$ cat src/rtl/fsk_tone_pkg.sv
package fsk_tone_pkg;

    typedef enum logic [1:0] {
        MODE_V21_ORIG = 2'd0,
        MODE_V21_ANS  = 2'd1,
        MODE_V23_MAIN = 2'd2,
        MODE_V23_BACK = 2'd3
    } fsk_mode_e;

    // pi in Q30 fixed point
    localparam logic [63:0] PI_Q30  = 64'd3373259426;
    localparam logic [63:0] ONE_Q30 = 64'd1 << 30;

    // Tone frequency in Hz for a mode and a bit (1 = mark).
    function automatic int unsigned tone_hz(input logic [1:0] mode, input logic mark);
        case (mode)
            2'd0:    return mark ? 980  : 1180;
            2'd1:    return mark ? 1650 : 1850;
            2'd2:    return mark ? 1300 : 2100;
            default: return mark ? 390  : 450;
        endcase
    endfunction

    // Phase step per clock, rounded half up.
    function automatic logic [63:0] phase_step(input int unsigned hz,
                                               input int unsigned clk_hz,
                                               input int unsigned pw);
        logic [63:0] num;
        num = (64'(hz) << pw) + 64'(clk_hz / 2);
        return num / 64'(clk_hz);
    endfunction

    // Quarter-wave entry k of qn entries: round(amp * sin((2k+1)*pi/(4*qn))).
    // Seventh-order odd polynomial evaluated in Horner form, Q30.
    function automatic logic [31:0] quarter_sine(input int unsigned k,
                                                 input int unsigned qn,
                                                 input int unsigned amp);
        logic [63:0] x, x2, t, s, r;
        x  = (64'(2 * k + 1) * PI_Q30) / 64'(4 * qn);
        x2 = (x * x) >> 30;
        t  = ONE_Q30 - x2 / 42;
        t  = ONE_Q30 - ((x2 * t) >> 30) / 20;
        t  = ONE_Q30 - ((x2 * t) >> 30) / 6;
        s  = (x * t) >> 30;
        r  = (s * 64'(amp) + (ONE_Q30 >> 1)) >> 30;
        return r[31:0];
    endfunction

endpackage

$ cat src/rtl/fsk_baud_gen.sv
module fsk_baud_gen #(
    parameter int unsigned DIV_V21  = 2304,
    parameter int unsigned DIV_V23  = 576,
    parameter int unsigned DIV_BACK = 9216,
    parameter int unsigned TICKS    = 16
) (
    input  logic       clk,
    input  logic       rst,
    input  logic [1:0] mode,
    input  logic       tx_bit,
    output logic       tx_clk,
    output logic       sym_bit,
    output logic       sym_strobe,
    output logic       div_wrap
);
    localparam int unsigned DIV_MAX = (DIV_BACK > DIV_V21) ?
        ((DIV_BACK > DIV_V23) ? DIV_BACK : DIV_V23) :
        ((DIV_V21 > DIV_V23) ? DIV_V21 : DIV_V23);
    localparam int unsigned CNT_W  = $clog2(DIV_MAX);
    localparam int unsigned TICK_W = $clog2(TICKS);

    typedef struct packed {
        logic [CNT_W-1:0]  cnt;
        logic [TICK_W-1:0] tick;
        logic              clk_out;
        logic              bit_lat;
    } baud_state_t;

    baud_state_t st_d, st_q;
    logic [CNT_W-1:0] div_last, div_half;
    logic             wrap, strobe;

    always_comb begin
        case (mode)
            2'd2:    begin div_last = CNT_W'(DIV_V23 - 1);  div_half = CNT_W'(DIV_V23 / 2);  end
            2'd3:    begin div_last = CNT_W'(DIV_BACK - 1); div_half = CNT_W'(DIV_BACK / 2); end
            default: begin div_last = CNT_W'(DIV_V21 - 1);  div_half = CNT_W'(DIV_V21 / 2);  end
        endcase
        wrap     = (st_q.cnt >= div_last);
        strobe   = wrap && (st_q.tick == TICK_W'(TICKS - 1));
        st_d     = st_q;
        st_d.cnt = wrap ? '0 : st_q.cnt + 1'b1;
        if (wrap) begin
            st_d.tick = (st_q.tick == TICK_W'(TICKS - 1)) ? '0 : st_q.tick + 1'b1;
        end
        if (strobe) begin
            st_d.bit_lat = tx_bit;
        end
        st_d.clk_out = (st_d.cnt >= div_half);
    end

    always_ff @(posedge clk) begin
        if (rst) begin
            st_q <= '{cnt: '0, tick: '0, clk_out: 1'b0, bit_lat: 1'b1};
        end else begin
            st_q <= st_d;
        end
    end

    assign tx_clk     = st_q.clk_out;
    assign sym_bit    = st_q.bit_lat;
    assign sym_strobe = strobe;
    assign div_wrap   = wrap;
endmodule

$ cat src/rtl/fsk_phase_acc.sv
module fsk_phase_acc
    import fsk_tone_pkg::*;
#(
    parameter int unsigned CLK_HZ  = 11059200,
    parameter int unsigned PHASE_W = 32
) (
    input  logic               clk,
    input  logic               rst,
    input  logic               en,
    input  logic [1:0]         mode,
    input  logic               sym_bit,
    output logic [PHASE_W-1:0] phase
);
    localparam int unsigned N_STEP = 8;

    logic [PHASE_W-1:0] step_tab [N_STEP];
    logic [PHASE_W-1:0] phase_d, phase_q;

    for (genvar g = 0; g < N_STEP; g++) begin : g_step
        assign step_tab[g] = PHASE_W'(phase_step(
            tone_hz(2'(g / 2), 1'(g % 2)), CLK_HZ, PHASE_W));
    end

    always_comb begin
        phase_d = en ? phase_q + step_tab[{mode, sym_bit}] : phase_q;
    end

    always_ff @(posedge clk) begin
        if (rst) begin
            phase_q <= '0;
        end else begin
            phase_q <= phase_d;
        end
    end

    assign phase = phase_q;
endmodule

$ cat src/rtl/fsk_sine_rom.sv
module fsk_sine_rom
    import fsk_tone_pkg::*;
#(
    parameter int unsigned LUT_W    = 8,
    parameter int unsigned SAMPLE_W = 10
) (
    input  logic                       clk,
    input  logic                       rst,
    input  logic                       en,
    input  logic [LUT_W-1:0]           addr,
    output logic signed [SAMPLE_W-1:0] sample
);
    localparam int unsigned IDX_W = LUT_W - 2;
    localparam int unsigned QN    = 2 ** IDX_W;
    localparam int unsigned AMP   = 2 ** (SAMPLE_W - 1) - 1;

    logic [SAMPLE_W-2:0]        rom [QN];
    logic [1:0]                 quad;
    logic [IDX_W-1:0]           ridx;
    logic signed [SAMPLE_W-1:0] mag, sample_d, sample_q;

    for (genvar g = 0; g < QN; g++) begin : g_rom
        assign rom[g] = (SAMPLE_W-1)'(quarter_sine(g, QN, AMP));
    end

    always_comb begin
        quad     = addr[LUT_W-1 -: 2];
        ridx     = quad[0] ? ~addr[IDX_W-1:0] : addr[IDX_W-1:0];
        mag      = $signed({1'b0, rom[ridx]});
        sample_d = en ? (quad[1] ? -mag : mag) : '0;
    end

    always_ff @(posedge clk) begin
        if (rst) begin
            sample_q <= '0;
        end else begin
            sample_q <= sample_d;
        end
    end

    assign sample = sample_q;
endmodule

$ cat src/rtl/fsk_tone_mod.sv
module fsk_tone_mod #(
    parameter int unsigned CLK_HZ   = 11059200,
    parameter int unsigned PHASE_W  = 32,
    parameter int unsigned LUT_W    = 8,
    parameter int unsigned SAMPLE_W = 10,
    parameter int unsigned DIV_V21  = 2304,
    parameter int unsigned DIV_V23  = 576,
    parameter int unsigned DIV_BACK = 9216
) (
    input  logic                       clk,
    input  logic                       rst,
    input  logic                       tx_en,
    input  logic [1:0]                 mode,
    input  logic                       tx_bit,
    output logic signed [SAMPLE_W-1:0] sample_o,
    output logic                       tx_clk_o
);
    localparam int unsigned TICKS = 16;

    logic               sym_bit;
    logic               sym_strobe;
    logic               div_wrap;
    logic [PHASE_W-1:0] phase;

    fsk_baud_gen #(
        .DIV_V21 (DIV_V21),
        .DIV_V23 (DIV_V23),
        .DIV_BACK(DIV_BACK),
        .TICKS   (TICKS)
    ) u_baud (
        .clk       (clk),
        .rst       (rst),
        .mode      (mode),
        .tx_bit    (tx_bit),
        .tx_clk    (tx_clk_o),
        .sym_bit   (sym_bit),
        .sym_strobe(sym_strobe),
        .div_wrap  (div_wrap)
    );

    fsk_phase_acc #(
        .CLK_HZ (CLK_HZ),
        .PHASE_W(PHASE_W)
    ) u_acc (
        .clk    (clk),
        .rst    (rst),
        .en     (tx_en),
        .mode   (mode),
        .sym_bit(sym_bit),
        .phase  (phase)
    );

    fsk_sine_rom #(
        .LUT_W   (LUT_W),
        .SAMPLE_W(SAMPLE_W)
    ) u_rom (
        .clk   (clk),
        .rst   (rst),
        .en    (tx_en),
        .addr  (phase[PHASE_W-1 -: LUT_W]),
        .sample(sample_o)
    );
endmodule

$ cat config.mk
export PLATFORM = sky130hd
export DESIGN_NAME = fsk_tone_mod
export DESIGN_NICKNAME = d
export VERILOG_FILES = /design/src/rtl/fsk_tone_pkg.sv /design/src/rtl/fsk_baud_gen.sv /design/src/rtl/fsk_phase_acc.sv /design/src/rtl/fsk_sine_rom.sv /design/src/rtl/fsk_tone_mod.sv
export SDC_FILE = /design/constraint.sdc
export NUM_CORES = 1
export LEC_CHECK = 0
export ABC_AREA = 1
export BUFFER_PORTS_ARGS = -buffer_cell sky130_fd_sc_hd__buf_2
export CAP_MARGIN = 20
export CORE_MARGIN = 4
export CORE_UTILIZATION = 51
export DETAILED_ROUTE_END_ITERATION = 7
export PLACE_DENSITY = 0.67
export RECOVER_POWER = 100
export SYNTH_ARGS = -nofsm -noshare
export SYNTH_HDL_FRONTEND = slang
export SYNTH_SLANG_ARGS = --single-unit
$ cat constraint.sdc
create_clock -name clk -period 5.7 [get_ports clk]
set_clock_uncertainty 0.05 [all_clocks]
set_input_delay 1.425 -clock clk [delete_from_list [all_inputs] [get_ports clk]]
set_output_delay 1.425 -clock clk [all_outputs]
set_load 0.01 [all_outputs]
# Yosys cells after proc, flatten, opt, wreduce, memory -nomap -nowiden
# Memory sizes are Yosys's and may differ from the RTL's.
# Cells that the tools add are included.
totals:
  input_bits: 6
  regBits: 62
  mem_bits_ro: 832
  elab_cells: 38
  output_inout_bits: 11
  mem_count: 2
memory_table:
  columns: ["name", "words", "width", "rd", "rd_clocked_by_memory_dff", "write_ports", "line", "rtl"]
  rows:
  - ["(no name shown)", 64, 9, 1, 0, 0, "fsk_sine_rom.sv:29", "mag = $signed({1'b0, rom[ridx]});"]
  - ["(no name shown)", 8, 32, 1, 0, 0, "fsk_phase_acc.sv:25", "phase_d = en ? phase_q + step_tab[{mode, sym_bit}] : phase_q;"]
op_classes:
  n_reduce_logical: 3
  n_eq_ne: 3
  n_addsub: 4
  muxes: 10
  bitwise_logic: 5
  order_cmp: 4
ops:
  columns: ["operator", "count"]
  rows:
  - ["32-bit 2-to-1 mux", 2]
  - ["32-bit adder", 1]
  - ["14-bit one-hot mux with 2 select lines", 1]
  - ["9-bit 2-to-1 mux", 3]
  - ["13-bit one-hot mux with 2 select lines", 1]
  - ["14-bit by 1-bit adder with 14-bit output (second input constant)", 1]
  - ["14-bit by 13-bit >= comparator with 1-bit output", 1]
  - ["14-bit >= comparator", 1]
  - ["14-bit 2-to-1 mux", 1]
  - ["9-bit negation with 10-bit output", 1]
  - ["7-bit >= comparator (second input constant)", 1]
  - ["6-bit NOT with 7-bit output", 1]
  - ["6-bit 2-to-1 mux", 1]
  - ["6-bit NOT", 1]
  - ["4-bit by 1-bit adder with 4-bit output (second input constant)", 1]
  - ["2-bit equality test (second input constant)", 2]
  - ["4-bit equality test (second input constant)", 1]
  - ["4-bit >= comparator (second input constant)", 1]
  - ["4-bit 2-to-1 mux", 1]
  - ["3-bit NOT with 4-bit output", 1]
  - ["3-bit OR reduction", 1]
  - ["1-bit NOT", 2]
  - ["2-bit OR reduction", 1]
  - ["1-bit logical AND", 1]

# Longest topological paths before layout
logic_depth:
  word_depth: 8
  mapped_depth: 23
  depth_no_buf: 22

# By module
# From an unflattened synthesis, not the netlist that was laid out.
hier_totals:
  hier_cells: 1081
  area_unflattened_um2: 6168.4
modules_own_cells:
  columns: ["module", "cells_each", "seq_area_each_um2", "area_per_inst_um2", "n_inst"]
  rows:
  - ["fsk_phase_acc", 569, 640.6, 3193.1, 1]
  - ["fsk_sine_rom", 294, 200.2, 1580.3, 1]
  - ["fsk_baud_gen", 218, 400.4, 1395.1, 1]

# Worst setup path before layout
# No wires, ideal clock.
synth_path:
  path_kind: "input-to-reg"
  startpoint: "in mode[1]"
  endpoint: "reg u_baud.st_q, in the netlist u_baud.tx_clk"
  setup_ns: 0.132
  path_slack_ns: 1.557
  required_time_ns: 5.518
  path_buffers: 3
  stages: 21
  arrival_ns: 3.961
  cell_sequence: "clkbuf_1 -> inv_1 -> ha_1 -> nand2_1 -> inv_1 -> nand2_1 -> nand3b_1 -> nor2_1 -> nor2_1 -> nand2_1 -> buf_2 -> buf_2 -> nor2_1 -> ha_1 -> nand2_1 -> inv_1 -> a221o_1 -> nor2_1 -> nor2_1 -> nor2_1 -> a21oi_1"
synth_rtl:
  columns: ["item", "line", "rtl"]
  rows:
  - ["from (decl)", "fsk_tone_mod.sv:13", "input logic [1:0] mode,"]
  - ["to (signal assigned)", "fsk_baud_gen.sv:54", "st_q <= '{cnt: '0, tick: '0, clk_out: 1'b0, bit_lat: 1'b1};"]
  - ["to (signal assigned)", "fsk_baud_gen.sv:56", "st_q <= st_d;"]
  - ["to (decl)", "fsk_baud_gen.sv:29", "baud_state_t st_d, st_q;"]

==> implementation parameters <==
Parameter                              Value

Outcome
  Status ... complete, no violations

Logic synthesis
  Net count after synthesis ... 897
  Share of Yosys cell area claimed by the top area cell type ... 0.234
  Cell types occupying the most area after synthesis ... sky130_fd_sc_hd__dfxtp_1, sky130_fd_sc_hd__nand2_1, sky130_fd_sc_hd__ha_1
  Synth cell types ... 42
  Synthesis warning total ... 0
  Number of flip-flops and latches in the synthesized netlist ... 62
  Area of the mapped netlist ... 0.00530 mm²
  Per-instance average area after synthesis ... 6.33 µm²
  Dominant cell type by area after synthesis ... sky130_fd_sc_hd__dfxtp_1
  Cells after synthesis ... 836
  Proportion of synthesized chip area in sequential cells ... 0.234

Timing
  Endpoints failing hold ... 0
  Final period utilization ... 0.805
  Worst-margin pin slew ... 1.27 ns
  Pins over their slew limit ... 0
  Minimum setup slack in the final design ... 1.11 ns
  WHS ... 0.441 ns
  Endpoints failing setup ... 0
  RSZ-0062 raised after global routing ... false
  Final sum of negative setup slack ... 0 ns
  Worst slew margin relative to its limit ... 0.153
  Highest Clock Rate ... 0.218 GHz
  Final Critical Period ... 4.59 ns

Final layout
  Final Util ... 0.566
  Final standard cell area without fillers ... 0.00564 mm²
  Syn-to-layout area delta ... 6.43%
  Nets ... 905
  Proportion of layout cells with a drive suffix above 1 ... 0.0577
  Diodes inserted ... 0
  Final std cells w/o fill ... 982

Floorplanning
  Chip height ... 110 µm
  Die Span X ... 110 µm
  Site Rows ... 36
  Count of pins on the block boundary ... 17
  Overall die area ... 0.0121 mm²
  Std-Cell Core Area ... 0.00995 mm²
  Initial core utilization ... 0.532

Clock network
  Number of buffers created by CTS ... 9
  Total clock sinks ... 62
  # resized after CTS ... 0
  Skew-Pair Late Insertion Delay ... 0.37 ns
  CTS H-tree lvls ... 3
  Buffers from clock root to sink, at most ... 2
  CTS clk-pin slew, worst paths ... 0.08 ns
  Cts-stage hold buffer count ... 0
  CTS tree ... built
  Number of setup buffers added after CTS ... 0
  CTS root buf ... sky130_fd_sc_hd__clkbuf_8

Drt
  Count of unresolved DRC violations after routing ... 0
  Number of iterations in the first detailed-routing pass ... 5
  Routed via count ... 5339
  Final antenna-violating net count ... 0
  Via/cell ratio ... 5.44
  Total Wirelength ... 13300 µm
  Detailed Route Iter0 Violations ... 411
  Drt wl/cell ... 13.5 µm

Worst setup path
  CP arrival ... 4.74 ns
  Required time of the critical path ... 5.85 ns
  Depth of the worst register-to-register path ... 19
  Crit path max fanout ... 23
  Critical R2R Launch ... u_acc.phase[30]
  Critical path class ... primary input to register
  Startpoint type of the worst setup path ... primary input
  Internal reg-to-reg setup slack ... 2.02 ns
  Setup crit end kind ... register
  Capture instance of the worst register-to-register path ... u_rom.sample[8]

GRT
  Overall global routing resource usage ... 0.241
  Overall overflow remaining after global route ... 0
  Number of global-route vias before repair ... 5073
  Number of antenna violations at the first check in global routing ... 0
  Pin count of the biggest net entering global routing ... 37
  Wire length of the first global-routing pass ... 23400 µm

Pwr
  VDD IR-drop max ... 100 µV
  Pwr dens ... 210 mW/mm²
  Tot Pwr ... 1.18 mW
  Cell leakage power ... 2.80 nW

Worst hold path
  Hold Crit Start ... u_acc.phase[12]
  Hold Path Depth ... 2
  Path class of the lowest-slack min-delay path ... register to register
  Sink of the worst hold path ... u_acc.phase[12]

Place
  Number of port buffers ... 16
  Placement-stage worst setup slack ... 1.19 ns
  Placed wire-length estimate ... 10000 µm
  Placer congestion estimate ... 0.963
  Standard cell area after detailed placement ... 0.00544 mm²
  Number of cells after detailed placement ... 966

Run
  Count of max-cap constraint violations ... 0
==> area by class of cell <==
type | count | area [µm²]
clock buffers | 10 | 138
clock inverters | 6 | 91.3
fillers | 985 | 4320
inverters | 94 | 368
multi-input cells | 659 | 3550
flip-flops and latches | 62 | 1240
well taps | 133 | 166
repair buffers | 18 | 78.8
==> where the power goes <==
group / internal [mW] / total [mW] / switching, mW
clock network: 0.261 / 0.465 / 0.204
registers: 0.453 / 0.466 / 0.0127
logic: 0.0877 / 0.254 / 0.166
==> cells in the final DEF (no fill, tap or decap), types with 7 or more instances in the layout <==
cell and instances:
sky130_fd_sc_hd__nand2_1 204, sky130_fd_sc_hd__nor2_1 106, sky130_fd_sc_hd__inv_1 90, sky130_fd_sc_hd__a21oi_1 71
sky130_fd_sc_hd__nand3_1 63, sky130_fd_sc_hd__dfxtp_1 62, sky130_fd_sc_hd__o21ai_0 60, sky130_fd_sc_hd__ha_1 54
sky130_fd_sc_hd__nor3_1 22, sky130_fd_sc_hd__xor2_1 15, sky130_fd_sc_hd__clkbuf_1 13, sky130_fd_sc_hd__clkbuf_8 10
sky130_fd_sc_hd__nand2_2 7, sky130_fd_sc_hd__o211ai_1 7, sky130_fd_sc_hd__nand4_1 7
==> cell families after synthesis <==
family	count (synthesis)	synth area share
simple gates	434	0.354
xor+xnor	21	0.0362
flops	62	0.234
fa+ha+maj	55	0.131
buf+inv	115	0.0931
compound gates	149	0.151
==> cells in the mapped netlist (all sizes together) <==
master,number
nand2,216
nor2,110
inv,93
a21oi,71
nand3,64
dfxtp,62
o21ai,61
ha,54
nor3,22
xor2,16
clkbuf,11
buf,10
nand4,7
o211ai,7
or2,5
xnor2,5
nand3b,4
nor4,4
a21o,2
o221ai,2
a21boi,1
a221o,1
a22oi,1
a31oi,1
a41oi,1
and3,1
bufinv,1
fa,1
nor3b,1
o21bai,1
==> registers in the layout, indices dropped and copies added, names as in the netlist <==
signal and cells:
u_rom.sample 10, u_acc.phase 32, u_baud.st_q 18, u_baud.sym_bit 1, u_baud.tx_clk 1
==> worst max-delay path, stage by stage <==
cell                       delay, ns
sky130_fd_sc_hd__clkbuf_1       0.68
sky130_fd_sc_hd__ha_1           0.28
sky130_fd_sc_hd__inv_1          0.11
sky130_fd_sc_hd__ha_1           0.31
sky130_fd_sc_hd__nand2_1        0.06
sky130_fd_sc_hd__nor2_1         0.14
sky130_fd_sc_hd__nand3b_1       0.09
sky130_fd_sc_hd__nor2_1         0.09
sky130_fd_sc_hd__nor2_1         0.07
sky130_fd_sc_hd__nand2_1        0.32
sky130_fd_sc_hd__nor2_1         0.11
sky130_fd_sc_hd__ha_1           0.33
sky130_fd_sc_hd__nand2_1        0.08
sky130_fd_sc_hd__inv_1          0.06
sky130_fd_sc_hd__a221o_1        0.29
sky130_fd_sc_hd__nor2_1         0.10
sky130_fd_sc_hd__nor2_1         0.05
sky130_fd_sc_hd__nor2_1         0.08
sky130_fd_sc_hd__a21oi_1        0.07
==> per-layer routing <==
metal  vias to the layer above  global-route usage  share of wire  routed length, µm
li1                       2759                   -              -                  -
met1                      2381               0.314           0.46               6180
met2                       167               0.393           0.45               5930
met3                        32              0.0376          0.065                858
met4                         0               0.102          0.025                335
met5                         -                   0              0                  0
==> how the worst max path moves through the flow <==
stage	start	endpoint	cells after the start
CTS	mode[0]	u_baud.tx_clk	19
finish	mode[1]	u_baud.tx_clk	19
global placement	mode[1]	u_baud.tx_clk	19
detailed placement	mode[0]	u_baud.tx_clk	19
global route	mode[1]	u_baud.tx_clk	19
floorplan	mode[1]	u_baud.tx_clk	21
Note: power is estimated with default switching activity, not from simulation.
